[config.mk]
export PLATFORM = sky130hd
export DESIGN_NAME = i2c_regfile_slave
export DESIGN_NICKNAME = d
export VERILOG_FILES = /design/src/rtl/i2c_rf_pkg.sv /design/src/rtl/i2c_bus_sync.sv /design/src/rtl/i2c_link.sv /design/src/rtl/i2c_reg_store.sv /design/src/rtl/i2c_regfile_slave.sv
export SDC_FILE = /design/constraint.sdc
export NUM_CORES = 1
export LEC_CHECK = 0
export CAP_MARGIN = 20
export CORE_MARGIN = 8
export CORE_UTILIZATION = 55
export CTS_BUF_LIST = sky130_fd_sc_hd__clkbuf_8
export DETAILED_ROUTE_END_ITERATION = 6
export DONT_BUFFER_PORTS = 1
export GPL_TIMING_DRIVEN = 0
export PLACE_DENSITY = 0.73
export SLEW_MARGIN = 0
export SYNTH_ARGS = -nofsm -noshare
export SYNTH_HDL_FRONTEND = slang
export SYNTH_SLANG_ARGS = --single-unit
[constraint.sdc]
create_clock -name clk -period 2.35 [get_ports clk]
set_input_delay 0.1175 -clock clk [delete_from_list [all_inputs] [get_ports clk]]
set_output_delay 0.1175 -clock clk [all_outputs]
set_load 0.005 [all_outputs]
[src/rtl/i2c_rf_pkg.sv]
package i2c_rf_pkg;
    localparam int              BYTE_W    = 8;
    localparam int              DEV_W     = 7;
    localparam logic [DEV_W-1:0] DEV_ADDR = 7'b1101111;
    localparam int              RO_COUNT  = 12;
    localparam int              LAST_ADDR = 33;
    localparam int              NCTRL     = LAST_ADDR + 1 - RO_COUNT;
    localparam int              PTR_W     = 6;
    localparam logic [PTR_W-1:0] PTR_END  = PTR_W'(LAST_ADDR + 1);
    localparam int              FLAG_ADDR = 9;
    localparam int              BANK_REG  = 14;
    localparam int              BANK_BIT  = 0;
    localparam int              ID_BIT    = 0;
    localparam int              CNT_W     = 4;

    typedef enum logic [2:0] {
        LS_IDLE,
        LS_ADDR,
        LS_SUB,
        LS_WR,
        LS_RD,
        LS_RACK
    } link_st_e;
endpackage

[src/rtl/i2c_bus_sync.sv]
module i2c_bus_sync #(
    parameter int STAGES = 2
) (
    input  logic clk,
    input  logic rst_n,
    input  logic scl_i,
    input  logic sda_i,
    output logic scl_lvl,
    output logic sda_lvl,
    output logic scl_rise,
    output logic scl_fall,
    output logic start_det,
    output logic stop_det
);
    typedef struct packed {
        logic [STAGES-1:0] scl_pipe;
        logic [STAGES-1:0] sda_pipe;
        logic              scl_prev;
        logic              sda_prev;
    } sync_t;

    sync_t s_d, s_q;

    always_comb begin
        s_d          = s_q;
        s_d.scl_pipe = {s_q.scl_pipe[STAGES-2:0], scl_i};
        s_d.sda_pipe = {s_q.sda_pipe[STAGES-2:0], sda_i};
        s_d.scl_prev = s_q.scl_pipe[STAGES-1];
        s_d.sda_prev = s_q.sda_pipe[STAGES-1];
    end

    always_ff @(posedge clk or negedge rst_n) begin
        if (!rst_n) s_q <= '1;
        else        s_q <= s_d;
    end

    assign scl_lvl   = s_q.scl_pipe[STAGES-1];
    assign sda_lvl   = s_q.sda_pipe[STAGES-1];
    assign scl_rise  = scl_lvl & ~s_q.scl_prev;
    assign scl_fall  = ~scl_lvl & s_q.scl_prev;
    assign start_det = scl_lvl & s_q.scl_prev & s_q.sda_prev & ~sda_lvl;
    assign stop_det  = scl_lvl & s_q.scl_prev & ~s_q.sda_prev & sda_lvl;
endmodule

[src/rtl/i2c_link.sv]
module i2c_link
    import i2c_rf_pkg::*;
(
    input  logic              clk,
    input  logic              rst_n,
    input  logic              scl_lvl,
    input  logic              sda_lvl,
    input  logic              scl_rise,
    input  logic              scl_fall,
    input  logic              start_det,
    input  logic              stop_det,
    input  logic [BYTE_W-1:0] rd_data,
    output logic [PTR_W-1:0]  ptr_o,
    output logic              sda_oe_o,
    output logic              wr_en_o,
    output logic [PTR_W-1:0]  wr_addr_o,
    output logic [BYTE_W-1:0] wr_data_o
);
    typedef struct packed {
        link_st_e          state;
        link_st_e          nxt;
        logic [CNT_W-1:0]  cnt;
        logic [BYTE_W-1:0] shreg;
        logic              ackslot;
        logic              rack_ok;
        logic [PTR_W-1:0]  ptr;
        logic              oe;
        logic              wr_en;
        logic [PTR_W-1:0]  wr_addr;
        logic [BYTE_W-1:0] wr_data;
    } link_t;

    link_t l_d, l_q;

    always_comb begin
        l_d       = l_q;
        l_d.wr_en = 1'b0;
        if (start_det) begin
            l_d.state   = LS_ADDR;
            l_d.cnt     = '0;
            l_d.ackslot = 1'b0;
            l_d.oe      = 1'b0;
        end else if (stop_det) begin
            l_d.state   = LS_IDLE;
            l_d.ackslot = 1'b0;
            l_d.oe      = 1'b0;
        end else if (l_q.ackslot) begin
            if (scl_fall) begin
                l_d.ackslot = 1'b0;
                l_d.cnt     = '0;
                l_d.state   = l_q.nxt;
                if (l_q.nxt == LS_RD) begin
                    l_d.shreg = rd_data;
                    l_d.oe    = ~rd_data[BYTE_W-1];
                end else begin
                    l_d.oe    = 1'b0;
                end
            end
        end else begin
            unique case (l_q.state)
                LS_ADDR, LS_SUB, LS_WR: begin
                    if (scl_rise && l_q.cnt != CNT_W'(BYTE_W)) begin
                        l_d.shreg = {l_q.shreg[BYTE_W-2:0], sda_lvl};
                        l_d.cnt   = l_q.cnt + 1'b1;
                    end else if (scl_fall && l_q.cnt == CNT_W'(BYTE_W)) begin
                        if (l_q.state == LS_ADDR) begin
                            if (l_q.shreg[BYTE_W-1:1] == DEV_ADDR) begin
                                l_d.ackslot = 1'b1;
                                l_d.oe      = 1'b1;
                                l_d.nxt     = l_q.shreg[0] ? LS_RD : LS_SUB;
                            end else begin
                                l_d.state = LS_IDLE;
                            end
                        end else if (l_q.state == LS_SUB) begin
                            l_d.ackslot = 1'b1;
                            l_d.oe      = 1'b1;
                            l_d.nxt     = LS_WR;
                            l_d.ptr     = (l_q.shreg > BYTE_W'(LAST_ADDR)) ?
                                          PTR_END : l_q.shreg[PTR_W-1:0];
                        end else begin
                            if (l_q.ptr <= PTR_W'(LAST_ADDR)) begin
                                l_d.ackslot = 1'b1;
                                l_d.oe      = 1'b1;
                                l_d.nxt     = LS_WR;
                                l_d.wr_en   = (l_q.ptr >= PTR_W'(RO_COUNT));
                                l_d.wr_addr = l_q.ptr;
                                l_d.wr_data = l_q.shreg;
                                l_d.ptr     = l_q.ptr + 1'b1;
                            end else begin
                                l_d.state = LS_IDLE;
                            end
                        end
                    end
                end
                LS_RD: begin
                    if (scl_fall) begin
                        if (l_q.cnt == CNT_W'(BYTE_W - 1)) begin
                            l_d.oe    = 1'b0;
                            l_d.state = LS_RACK;
                            l_d.ptr   = (l_q.ptr == PTR_END) ? PTR_END : l_q.ptr + 1'b1;
                        end else begin
                            l_d.shreg = {l_q.shreg[BYTE_W-2:0], 1'b0};
                            l_d.cnt   = l_q.cnt + 1'b1;
                            l_d.oe    = ~l_q.shreg[BYTE_W-2];
                        end
                    end
                end
                LS_RACK: begin
                    if (scl_rise) begin
                        l_d.rack_ok = ~sda_lvl;
                    end else if (scl_fall) begin
                        if (l_q.rack_ok) begin
                            l_d.shreg = rd_data;
                            l_d.oe    = ~rd_data[BYTE_W-1];
                            l_d.cnt   = '0;
                            l_d.state = LS_RD;
                        end else begin
                            l_d.state = LS_IDLE;
                        end
                    end
                end
                default: ;
            endcase
        end
    end

    always_ff @(posedge clk or negedge rst_n) begin
        if (!rst_n) begin
            l_q       <= '0;
            l_q.state <= LS_IDLE;
            l_q.nxt   <= LS_IDLE;
        end else begin
            l_q <= l_d;
        end
    end

    assign ptr_o     = l_q.ptr;
    assign sda_oe_o  = l_q.oe;
    assign wr_en_o   = l_q.wr_en;
    assign wr_addr_o = l_q.wr_addr;
    assign wr_data_o = l_q.wr_data;


    sda_pull_scl_low_chk: assert property (@(posedge clk) disable iff (!rst_n)
        $rose(l_q.oe) |-> !scl_lvl);


    stop_release_chk: assert property (@(posedge clk) disable iff (!rst_n)
        stop_det |=> !l_q.oe);


    ptr_cap_chk: assert property (@(posedge clk) disable iff (!rst_n)
        l_q.ptr <= PTR_END);


    nack_release_chk: assert property (@(posedge clk) disable iff (!rst_n)
        (l_q.state == LS_RACK && scl_fall && !l_q.rack_ok && !start_det && !stop_det)
        |=> !l_q.oe);
endmodule

[src/rtl/i2c_reg_store.sv]
module i2c_reg_store
    import i2c_rf_pkg::*;
(
    input  logic                       clk,
    input  logic                       rst_n,
    input  logic                       wr_en,
    input  logic [PTR_W-1:0]           wr_addr,
    input  logic [BYTE_W-1:0]          wr_data,
    input  logic [PTR_W-1:0]           rd_addr,
    input  logic [RO_COUNT*BYTE_W-1:0] stat_i,
    input  logic [BYTE_W-1:0]          mon_lo_i,
    output logic [BYTE_W-1:0]          rd_data,
    output logic [NCTRL*BYTE_W-1:0]    ctrl_o
);
    typedef struct packed {
        logic [NCTRL-1:0][BYTE_W-1:0] regs;
    } store_t;

    store_t r_d, r_q;
    logic   bank_sel;

    always_comb begin
        r_d = r_q;
        for (int k = 0; k < NCTRL; k++) begin
            if (wr_en && wr_addr == PTR_W'(k + RO_COUNT)) r_d.regs[k] = wr_data;
        end
    end

    always_ff @(posedge clk or negedge rst_n) begin
        if (!rst_n) r_q <= '0;
        else        r_q <= r_d;
    end

    assign bank_sel = r_q.regs[BANK_REG - RO_COUNT][BANK_BIT];

    always_comb begin
        rd_data = '0;
        for (int k = 0; k < RO_COUNT; k++) begin
            if (rd_addr == PTR_W'(k)) rd_data = stat_i[k*BYTE_W +: BYTE_W];
        end
        for (int k = 0; k < NCTRL; k++) begin
            if (rd_addr == PTR_W'(k + RO_COUNT)) rd_data = r_q.regs[k];
        end
        if (rd_addr == PTR_W'(FLAG_ADDR)) begin
            if (bank_sel) begin
                rd_data = mon_lo_i;
            end else begin
                rd_data         = stat_i[FLAG_ADDR*BYTE_W +: BYTE_W];
                rd_data[ID_BIT] = 1'b1;
            end
        end
    end

    for (genvar g = 0; g < NCTRL; g++) begin : g_ctrl
        assign ctrl_o[g*BYTE_W +: BYTE_W] = r_q.regs[g];
    end


    write_range_chk: assert property (@(posedge clk) disable iff (!rst_n)
        wr_en |-> (wr_addr >= PTR_W'(RO_COUNT) && wr_addr <= PTR_W'(LAST_ADDR)));
endmodule

[src/rtl/i2c_regfile_slave.sv]
module i2c_regfile_slave
    import i2c_rf_pkg::*;
#(
    parameter int SYNC_STAGES = 2
) (
    input  logic                       clk,
    input  logic                       rst_n,
    input  logic                       scl_i,
    input  logic                       sda_i,
    output logic                       sda_oe_o,
    input  logic [RO_COUNT*BYTE_W-1:0] stat_i,
    input  logic [BYTE_W-1:0]          mon_lo_i,
    output logic [NCTRL*BYTE_W-1:0]    ctrl_o
);
    logic              scl_lvl, sda_lvl, scl_rise, scl_fall, start_det, stop_det;
    logic [PTR_W-1:0]  ptr;
    logic [BYTE_W-1:0] rd_data;
    logic              wr_en;
    logic [PTR_W-1:0]  wr_addr;
    logic [BYTE_W-1:0] wr_data;

    i2c_bus_sync #(.STAGES(SYNC_STAGES)) u_sync (
        .clk       (clk),
        .rst_n     (rst_n),
        .scl_i     (scl_i),
        .sda_i     (sda_i),
        .scl_lvl   (scl_lvl),
        .sda_lvl   (sda_lvl),
        .scl_rise  (scl_rise),
        .scl_fall  (scl_fall),
        .start_det (start_det),
        .stop_det  (stop_det)
    );

    i2c_link u_link (
        .clk       (clk),
        .rst_n     (rst_n),
        .scl_lvl   (scl_lvl),
        .sda_lvl   (sda_lvl),
        .scl_rise  (scl_rise),
        .scl_fall  (scl_fall),
        .start_det (start_det),
        .stop_det  (stop_det),
        .rd_data   (rd_data),
        .ptr_o     (ptr),
        .sda_oe_o  (sda_oe_o),
        .wr_en_o   (wr_en),
        .wr_addr_o (wr_addr),
        .wr_data_o (wr_data)
    );

    i2c_reg_store u_store (
        .clk      (clk),
        .rst_n    (rst_n),
        .wr_en    (wr_en),
        .wr_addr  (wr_addr),
        .wr_data  (wr_data),
        .rd_addr  (ptr),
        .stat_i   (stat_i),
        .mon_lo_i (mon_lo_i),
        .rd_data  (rd_data),
        .ctrl_o   (ctrl_o)
    );
endmodule

==> impl_metrics.toml, run 1 <==
[route]
route.detailed.drc = 0
routedWlPerCell_um = 31.9
routed_wirelength_um = 53900
dr.first_iter.drc_count = 1580
drt.antenna.violating_nets = 0
dr.pass1.iters = 6
number_of_vias_in_the_routed_layout = 12384
via_per_inst = 7.32

[pwr]
power.total_mw = 8.08
peakVddDrop_mv = 0.429
p_leak_nw = 7.19
powerDensity_mw_per_mm2 = 507

[placed_design]
cell_area_after_placement_sq_mm = 0.0131
port_buffers = 0
routabilityCongestion = 1.03
pre_cts_ws_ns = -1.39
dp_hpwl_um = 37600

[synthesis]
yosysWarningCount = 0
synthesis.instances = 1241
syn_area_sq_mm = 0.0126
synth_area_leader_cell = "sky130_fd_sc_hd__dfrtp_1"
post-synth-top-area-fraction = 0.432
asyncSetResetFlopFracSynth = 1.00
synth_edf_count = 0
synth_cell_types = 90
synth_area_per_inst_sq_um = 10.2
yosys_register_bits = 224
ys_top_cells_by_area = "sky130_fd_sc_hd__dfrtp_1 (43%), sky130_fd_sc_hd__mux2_2 (17%), sky130_fd_sc_hd__nand2_1 (3.3%), sky130_fd_sc_hd__o21ai_0 (3.1%), sky130_fd_sc_hd__nor2_1 (3.0%)"
syn-num-nets = 1356
synth-main-ff-cell = "sky130_fd_sc_hd__dfrtp_1"
seq_area_frac_synth = 0.445

[sta]
finClkSkew_ns = 0.0264
fin_worst_hold_slack_ns = -0.720
rsz0062_at_grt = "yes"
max_slew.worst_pin.slew_ns = 1.08
maxSlewViolCount = 0
layout_setup_ws_ns = -0.445
setup_viol = 34
period_minus_slack_ns = 2.79
final_min_period_over_clock_period = 1.19
achievable-frequency_mhz = 358
slew-limit-headroom = 0.282
finalHoldViolCount = 224

[global_routing]
grt_use_total = 0.362
antenna_violations_before_repair = 1
maximum_number_of_pins_on_one_net_before_global_route_repair = 225
gr-total-overflow = 0
grt_pass1_wl_um = 77700
first_global_vias = 11781

[setup_path]
worstPathArrival_ns = 3.27
worst-endpoint-required_ns = 2.82
worstSetupStartpoint = "u_link.ptr_o[1]"
critPathCaptureType = "register"
path_max_fanout = 5
crit_type = "reg2reg"
r2r_start = "u_link.ptr_o[1]"
critical_path.startpoint_type = "register"

[die]
core-area_sq_mm = 0.0226
fp.dieArea_sq_mm = 0.0280
floorplan.die.width_um = 167
std_cell_rows = 55
floorplan.io_pins = 285
floorplan.initialDensity = 0.559
floorplan.die.height_um = 167

[min_path]
worst_hold_path_type = "in2async"

[layout]
final_cell_mix = "sky130_fd_sc_hd__dfrtp_1 (210), sky130_fd_sc_hd__mux2_2 (184), sky130_fd_sc_hd__nand2_1 (96), sky130_fd_sc_hd__buf_4 (89), sky130_fd_sc_hd__nor2_1 (71)"
area_growth_pct = 26.5
drive_above_1_share = 0.419
layout.nets = 1492
design_area_final_sq_mm = 0.0160
commonest_non_fill_non_tap_cell_in_the_layout = "sky130_fd_sc_hd__dfrtp_1"

[cts]
max-clock-path-buffers = 3
clock_pin_slew_worst_setup_and_hold_paths_ns = 0.06
hold_buffers = 2
worst_skew_pair.late_latency_ns = 0.55
cts-root-buf = "sky130_fd_sc_hd__clkbuf_8"
h-tree-depth = 2
numClockSinks = 224
clock_tree_from_tritoncts = "yes"
cts_bufs_inserted = 39

[flow_run]
max_cap_violations = 0

[status]
status = "finished with violations"
failed_checks = "negative hold slack, negative setup slack"
==> layer usage <==
layer / share of wire / track usage / up-vias
li1: - / - / 4982
met1: 0.34 / 0.442 / 6040
met2: 0.45 / 0.555 / 1098
met3: 0.15 / 0.136 / 264
met4: 0.064 / 0.186 / 0
met5: 0 / 0 / -
==> report_power, final <==
group / internal, mW / total, mW / switching [mW]
clock network: 1.96 / 3.60 / 1.65
logic: 0.193 / 0.409 / 0.217
registers: 3.94 / 4.07 / 0.129
total: 6.09 / 8.08 / 1.99
==> cell usage after synthesis (all sizes together) (4+ instances only) <==
master   count
dfrtp      218
mux2       185
nand2      110
nor2       107
o21ai       82
clkbuf      48
nand3       48
a21oi       47
a221oi      28
nor3        28
o22ai       20
inv         19
buf         17
nand4       17
nor2b       16
nand2b      15
mux2i       12
a221o       11
and3        11
o211ai      11
a22oi       10
a31oi       10
and2        10
nor4        10
or3          9
a2111oi      8
o2111ai      8
o221ai       8
o31ai        8
ha           7
nor3b        7
a211o        6
a211oi       6
dfstp        6
a22o         5
nand3b       5
o21a         5
o32ai        5
or3b         5
a21o         4
and3b        4
==> critical path, stage by stage, from the launching register on <==
cell and delay [ns]:
sky130_fd_sc_hd__dfrtp_2 0.45, sky130_fd_sc_hd__inv_4 0.10, sky130_fd_sc_hd__ha_4 0.18, sky130_fd_sc_hd__clkbuf_16 0.18, sky130_fd_sc_hd__clkinvlp_4 0.15, sky130_fd_sc_hd__nor3_4 0.42, sky130_fd_sc_hd__a2111oi_4 0.09, sky130_fd_sc_hd__o211ai_1 0.11
sky130_fd_sc_hd__a31o_1 0.25, sky130_fd_sc_hd__nand4_1 0.38, sky130_fd_sc_hd__a31oi_2 0.33, sky130_fd_sc_hd__o21a_1 0.13
==> flip-flops by register name, summed over array words and instances, names as in the netlist <==
register	cells
u_sync.s_d	2
u_link.sda_oe_o	1
u_sync.sda_lvl	1
u_store.ctrl_o	176
u_link.ptr_o	6
u_link.l_q	20
u_link.wr_addr_o	6
u_sync.scl_lvl	1
u_sync.s_q	2
u_link.wr_data_o	8
u_link.wr_en_o	1
==> layout make-up <==
cell class                 count  area (sq um)
antenna                        2          5.00
buffer                        57           442
clock buffer                  48           661
clock inverter                20           116
fill                        1648          6620
inverter                      19          80.1
multi-input combinational    933          7780
sequential                   224          5620
tap                          285           357
timing repair buffer         103           888
==> per-stage QoR <==
step	hold slack, ns	setup TNS [ns]	utilization	std cells
5_1_grt	-0.733	-8.22	0.707	1689
6_report	-0.720	-6.12	0.707	1691
3_3_place_gp	-0.163	-29.24	0.579	1526
4_1_cts	-0.724	-2.89	0.673	1649
2_1_floorplan	-0.178	-0.0567	-	1241
3_5_place_dp	-0.163	-24.63	0.579	1527
==> kinds of logic after synthesis <==
kind of cell               after synthesis  synth area share
muxes                                  197             0.175
AOI/OAI and AO/OA                      312             0.173
adders and majority gates                7           0.00694
buffers and inverters                   84            0.0289
and+or+nand+nor                        414             0.169
DFF                                    224             0.445
xor gates and xnor gates                 3           0.00208
==> path summary, 6_finish.rpt <==
| check | endpoint | slack, ns | cells after the start |
|---|---|---|---|
| min in group clk | u_sync.s_d[5] | 0.13 | 1 |
| setup reg to reg | u_link.l_q[28] | -0.44 | 11 |
| max in group asynchronous | u_store.ctrl_o[39] | 2.59 | 0 |
| setup / recovery | u_link.l_q[28] | -0.44 | 11 |
| hold reg to reg | u_sync.sda_lvl | 0.35 | 0 |
| hold / removal | u_link.l_q[39] | -0.72 | 0 |
==> repair_timing <==
action | 4_1_cts | 5_1_grt
resized for setup | 214 | 109
cloned | 1 | 1
pin swaps | 57 | 76
buffers inserted | 55 | 45
endpoints found under the setup margin | 66 | 147
endpoints found under the hold margin | 226 | 224
(Power assumes the default switching activity.)
==> inputs of run 2 (changes only) <==
--- a/config.mk
+++ b/config.mk
@@ -5,6 +5,7 @@
 export SDC_FILE = /design/constraint.sdc
 export NUM_CORES = 1
 export LEC_CHECK = 0
+export ABC_AREA = 1
 export CAP_MARGIN = 20
 export CORE_MARGIN = 8
 export CORE_UTILIZATION = 55
==> run 2 against run 1 <==
Against the previous run: the flow still finishes with violations (negative hold slack, negative setup slack); count of clock-buffer cells in the layout up 3; hold slack improved by 0.015 ns; critical path depth rose by 29; sequential share of layout area is 3.8 points higher; via count shrank 0.27%; cell count grew 26%; first-iteration DRC count shrank 27%; register-to-register slack got worse by 1.2 ns; routed wire length shrank 19%; non-clock buffer count fell by 34; sequential power up 7.1%; fmax fell by 31%; largest cell class unchanged; largest power group is now combinational logic; highest routed layer unchanged.
==> impl_metrics.toml, run 2 <==
[layout]
final_cell_mix = "sky130_fd_sc_hd__nand2_1 (545), sky130_fd_sc_hd__o21ai_0 (230), sky130_fd_sc_hd__dfrtp_1 (211), sky130_fd_sc_hd__inv_1 (158), sky130_fd_sc_hd__nor2_1 (120)"
area_growth_pct = 17.1
largest_reg_flops = 176
design_area_final_sq_mm = 0.0144
finish.utilization = 0.659
nFillCells = 1926
instances_no_fill = 2129
drive_above_1_share = 0.150
commonest_non_fill_non_tap_cell_in_the_layout = "sky130_fd_sc_hd__nand2_1"
layout.nets = 1936

[synthesis]
yosys_register_bits = 224
synth_area_per_inst_sq_um = 7.16
synth_cell_types = 47
post-synth-top-area-fraction = 0.443
syn_area_sq_mm = 0.0123
synth-main-ff-cell = "sky130_fd_sc_hd__dfrtp_1"
synth_area_leader_cell = "sky130_fd_sc_hd__dfrtp_1"
synthesis.instances = 1720
post_synth_most_frequent_cells = "sky130_fd_sc_hd__nand2_1 (563), sky130_fd_sc_hd__o21ai_0 (234), sky130_fd_sc_hd__dfrtp_1 (218)"
synth_edf_count = 0
synth_most_common_cell = "sky130_fd_sc_hd__nand2_1"
seq_area_frac_synth = 0.456
ys_top_cells_by_area = "sky130_fd_sc_hd__dfrtp_1 (44%), sky130_fd_sc_hd__nand2_1 (17%), sky130_fd_sc_hd__o21ai_0 (9.5%), sky130_fd_sc_hd__inv_1 (4.7%), sky130_fd_sc_hd__nand3_1 (4.4%)"
yosysWarningCount = 0
syn-num-nets = 1835
asyncSetResetFlopFracSynth = 1.00

[die]
core-area_sq_mm = 0.0219
floorplan.die.width_um = 166
floorplan.io_pins = 285
std_cell_rows = 54
fp.dieArea_sq_mm = 0.0274
floorplan.die.height_um = 166
floorplan.initialDensity = 0.562

[route]
route.detailed.drc = 0
number_of_vias_in_the_routed_layout = 12351
dr.first_iter.drc_count = 1146
drt.antenna.violating_nets = 0
routedWlPerCell_um = 20.6
routed_wirelength_um = 43800
dr.pass1.iters = 6
via_per_inst = 5.80

[placed_design]
port_buffers = 0
pre_cts_ws_ns = -1.69
routabilityCongestion = 0.959
cell_area_after_placement_sq_mm = 0.0128
place_inst = 2001
dp_hpwl_um = 32200

[cts]
h-tree-depth = 2
cts_bufs_inserted = 40
max-clock-path-buffers = 3
worst_skew_pair.late_latency_ns = 0.54
numClockSinks = 224
hold_buffers = 3
clock_tree_from_tritoncts = "yes"
clock_pin_slew_worst_setup_and_hold_paths_ns = 0.06
cts-root-buf = "sky130_fd_sc_hd__clkbuf_8"

[pwr]
swShare = 0.408
net-switching-power_mw = 5.85
peakVddDrop_mv = 0.591
seq_power_share = 0.304
p_comb_frac = 0.441
p_leak_nw = 6.83
power.total_mw = 14.4
power_frac_clock = 0.255
power.internal_mw = 8.51
powerDensity_mw_per_mm2 = 996

[global_routing]
gr-total-overflow = 0
grt_pass1_wl_um = 65900
grt_use_total = 0.310
maximum_number_of_pins_on_one_net_before_global_route_repair = 225
first_global_vias = 11618
antenna_violations_before_repair = 0

[sta]
slew-limit-headroom = 0.400
layout_setup_ws_ns = -1.68
fin_worst_hold_slack_ns = -0.706
fin_setup_tns_ns = -15.66
rsz0062_at_grt = "yes"
maxSlewViolCount = 0
final_min_period_over_clock_period = 1.71
period_minus_slack_ns = 4.03
setup_viol = 17
finClkSkew_ns = 0.0153
max_slew.worst_pin.slew_ns = 0.900
achievable-frequency_mhz = 248
finalHoldViolCount = 224

[setup_path]
path_max_fanout = 4
timing.critical_path.slowest_stage_cell = "sky130_fd_sc_hd__dfrtp_2"
critPathCaptureType = "register"
worst-endpoint-required_ns = 2.77
crit_type = "reg2reg"
critical-path-max-stage-delay_ns = 0.45
cp_common_cell = "sky130_fd_sc_hd__nand2_1"
worstPathArrival_ns = 4.45
critical_path.startpoint_type = "register"

[min_path]
worst_hold_path_type = "in2async"

[flow_run]
max_cap_violations = 0

[status]
failed_checks = "negative hold slack, negative setup slack"
status = "finished with violations"
==> run 2: cell types whose count changed in the layout (fill, tap and decap cells not counted), moves of 44 or more <==
cell,change
sky130_fd_sc_hd__buf_4,-44
sky130_fd_sc_hd__inv_1,+131
sky130_fd_sc_hd__mux2_2,-184
sky130_fd_sc_hd__nand2_1,+449
sky130_fd_sc_hd__nand3_1,+45
sky130_fd_sc_hd__nor2_1,+49
sky130_fd_sc_hd__o21ai_0,+169
==> run 2: critical path: cells and delay by family (launching register included) <==
family | cells | cell delay [ns]
and+or+nand+nor | 32 | 2.63
AOI/OAI and AO/OA | 5 | 0.46
DFF | 1 | 0.45
buffers and inverters | 3 | 0.37
==> run 2: final timing paths <==
| kind | start | end | slack, ns | depth (start not counted) |
|---|---|---|---|---|
| max in group asynchronous | rst_n | u_link.l_q[39] | 2.47 | 0 |
| worst max register to register | u_link.ptr_o[5] | u_link.sda_oe_o | -1.68 | 40 |
| min in group clk | mon_lo_i[1] | u_link.l_q[25] | 0.05 | 6 |
| worst max-delay path | u_link.ptr_o[5] | u_link.sda_oe_o | -1.68 | 40 |
| worst min register to register | u_sync.s_d[3] | u_sync.sda_lvl | 0.35 | 0 |
| worst min-delay path | rst_n | u_link.l_q[38] | -0.71 | 0 |
==> run 2: final cells by class <==
cell class | instances | area (sq um) | share of cell area
inverters | 165 | 647 | 0.0449
flip-flops and latches | 224 | 5620 | 0.390
clock buffers | 51 | 702 | 0.0487
clock inverters | 18 | 104 | 0.00720
multi-input cells | 1264 | 6170 | 0.428
diodes | 1 | 2.50 | 0.000174
plain buffers | 67 | 313 | 0.0217
repair buffers | 59 | 509 | 0.0353
well taps | 280 | 350 | 0.0243
==> run 2: logic make-up (layout without fill, tap and decap cells) <==
group | count (synthesis) | in the layout | synth area share
simple gates | 894 | 894 | 0.307
other cells | 0 | 1 | 0
buf+inv | 232 | 360 | 0.0728
compound gates | 358 | 358 | 0.153
xor+xnor | 5 | 5 | 0.00356
fa+ha+maj | 7 | 7 | 0.00712
flops | 224 | 224 | 0.456
==> run 2: layer usage <==
metal | vias to the layer above | GRT usage | part of all wire
met5 | - | 0 | 0
li1 | 5784 | - | -
met1 | 5814 | 0.401 | 0.40
met2 | 651 | 0.481 | 0.45
met3 | 102 | 0.0915 | 0.12
met4 | 0 | 0.119 | 0.034
==> run 2: power by group through the flow <==
stage | logic, mW | registers (mW) | clock network, mW
after floorplan | 3.73 | 4.33 | 0
after global placement | 5.06 | 4.39 | 0
after detailed placement | 5.11 | 4.39 | 0
after CTS | 5.70 | 4.34 | 3.71
after global routing | 7.00 | 4.38 | 3.88
final | 6.33 | 4.36 | 3.66
==> run 2: what timing repair did <==
item / CTS / global route
setup buffers: 35 / 20
hold endpoints to repair: 227 / 224
pin swaps: 21 / 43
resized for setup: 47 / 68
setup endpoints to repair: 41 / 47
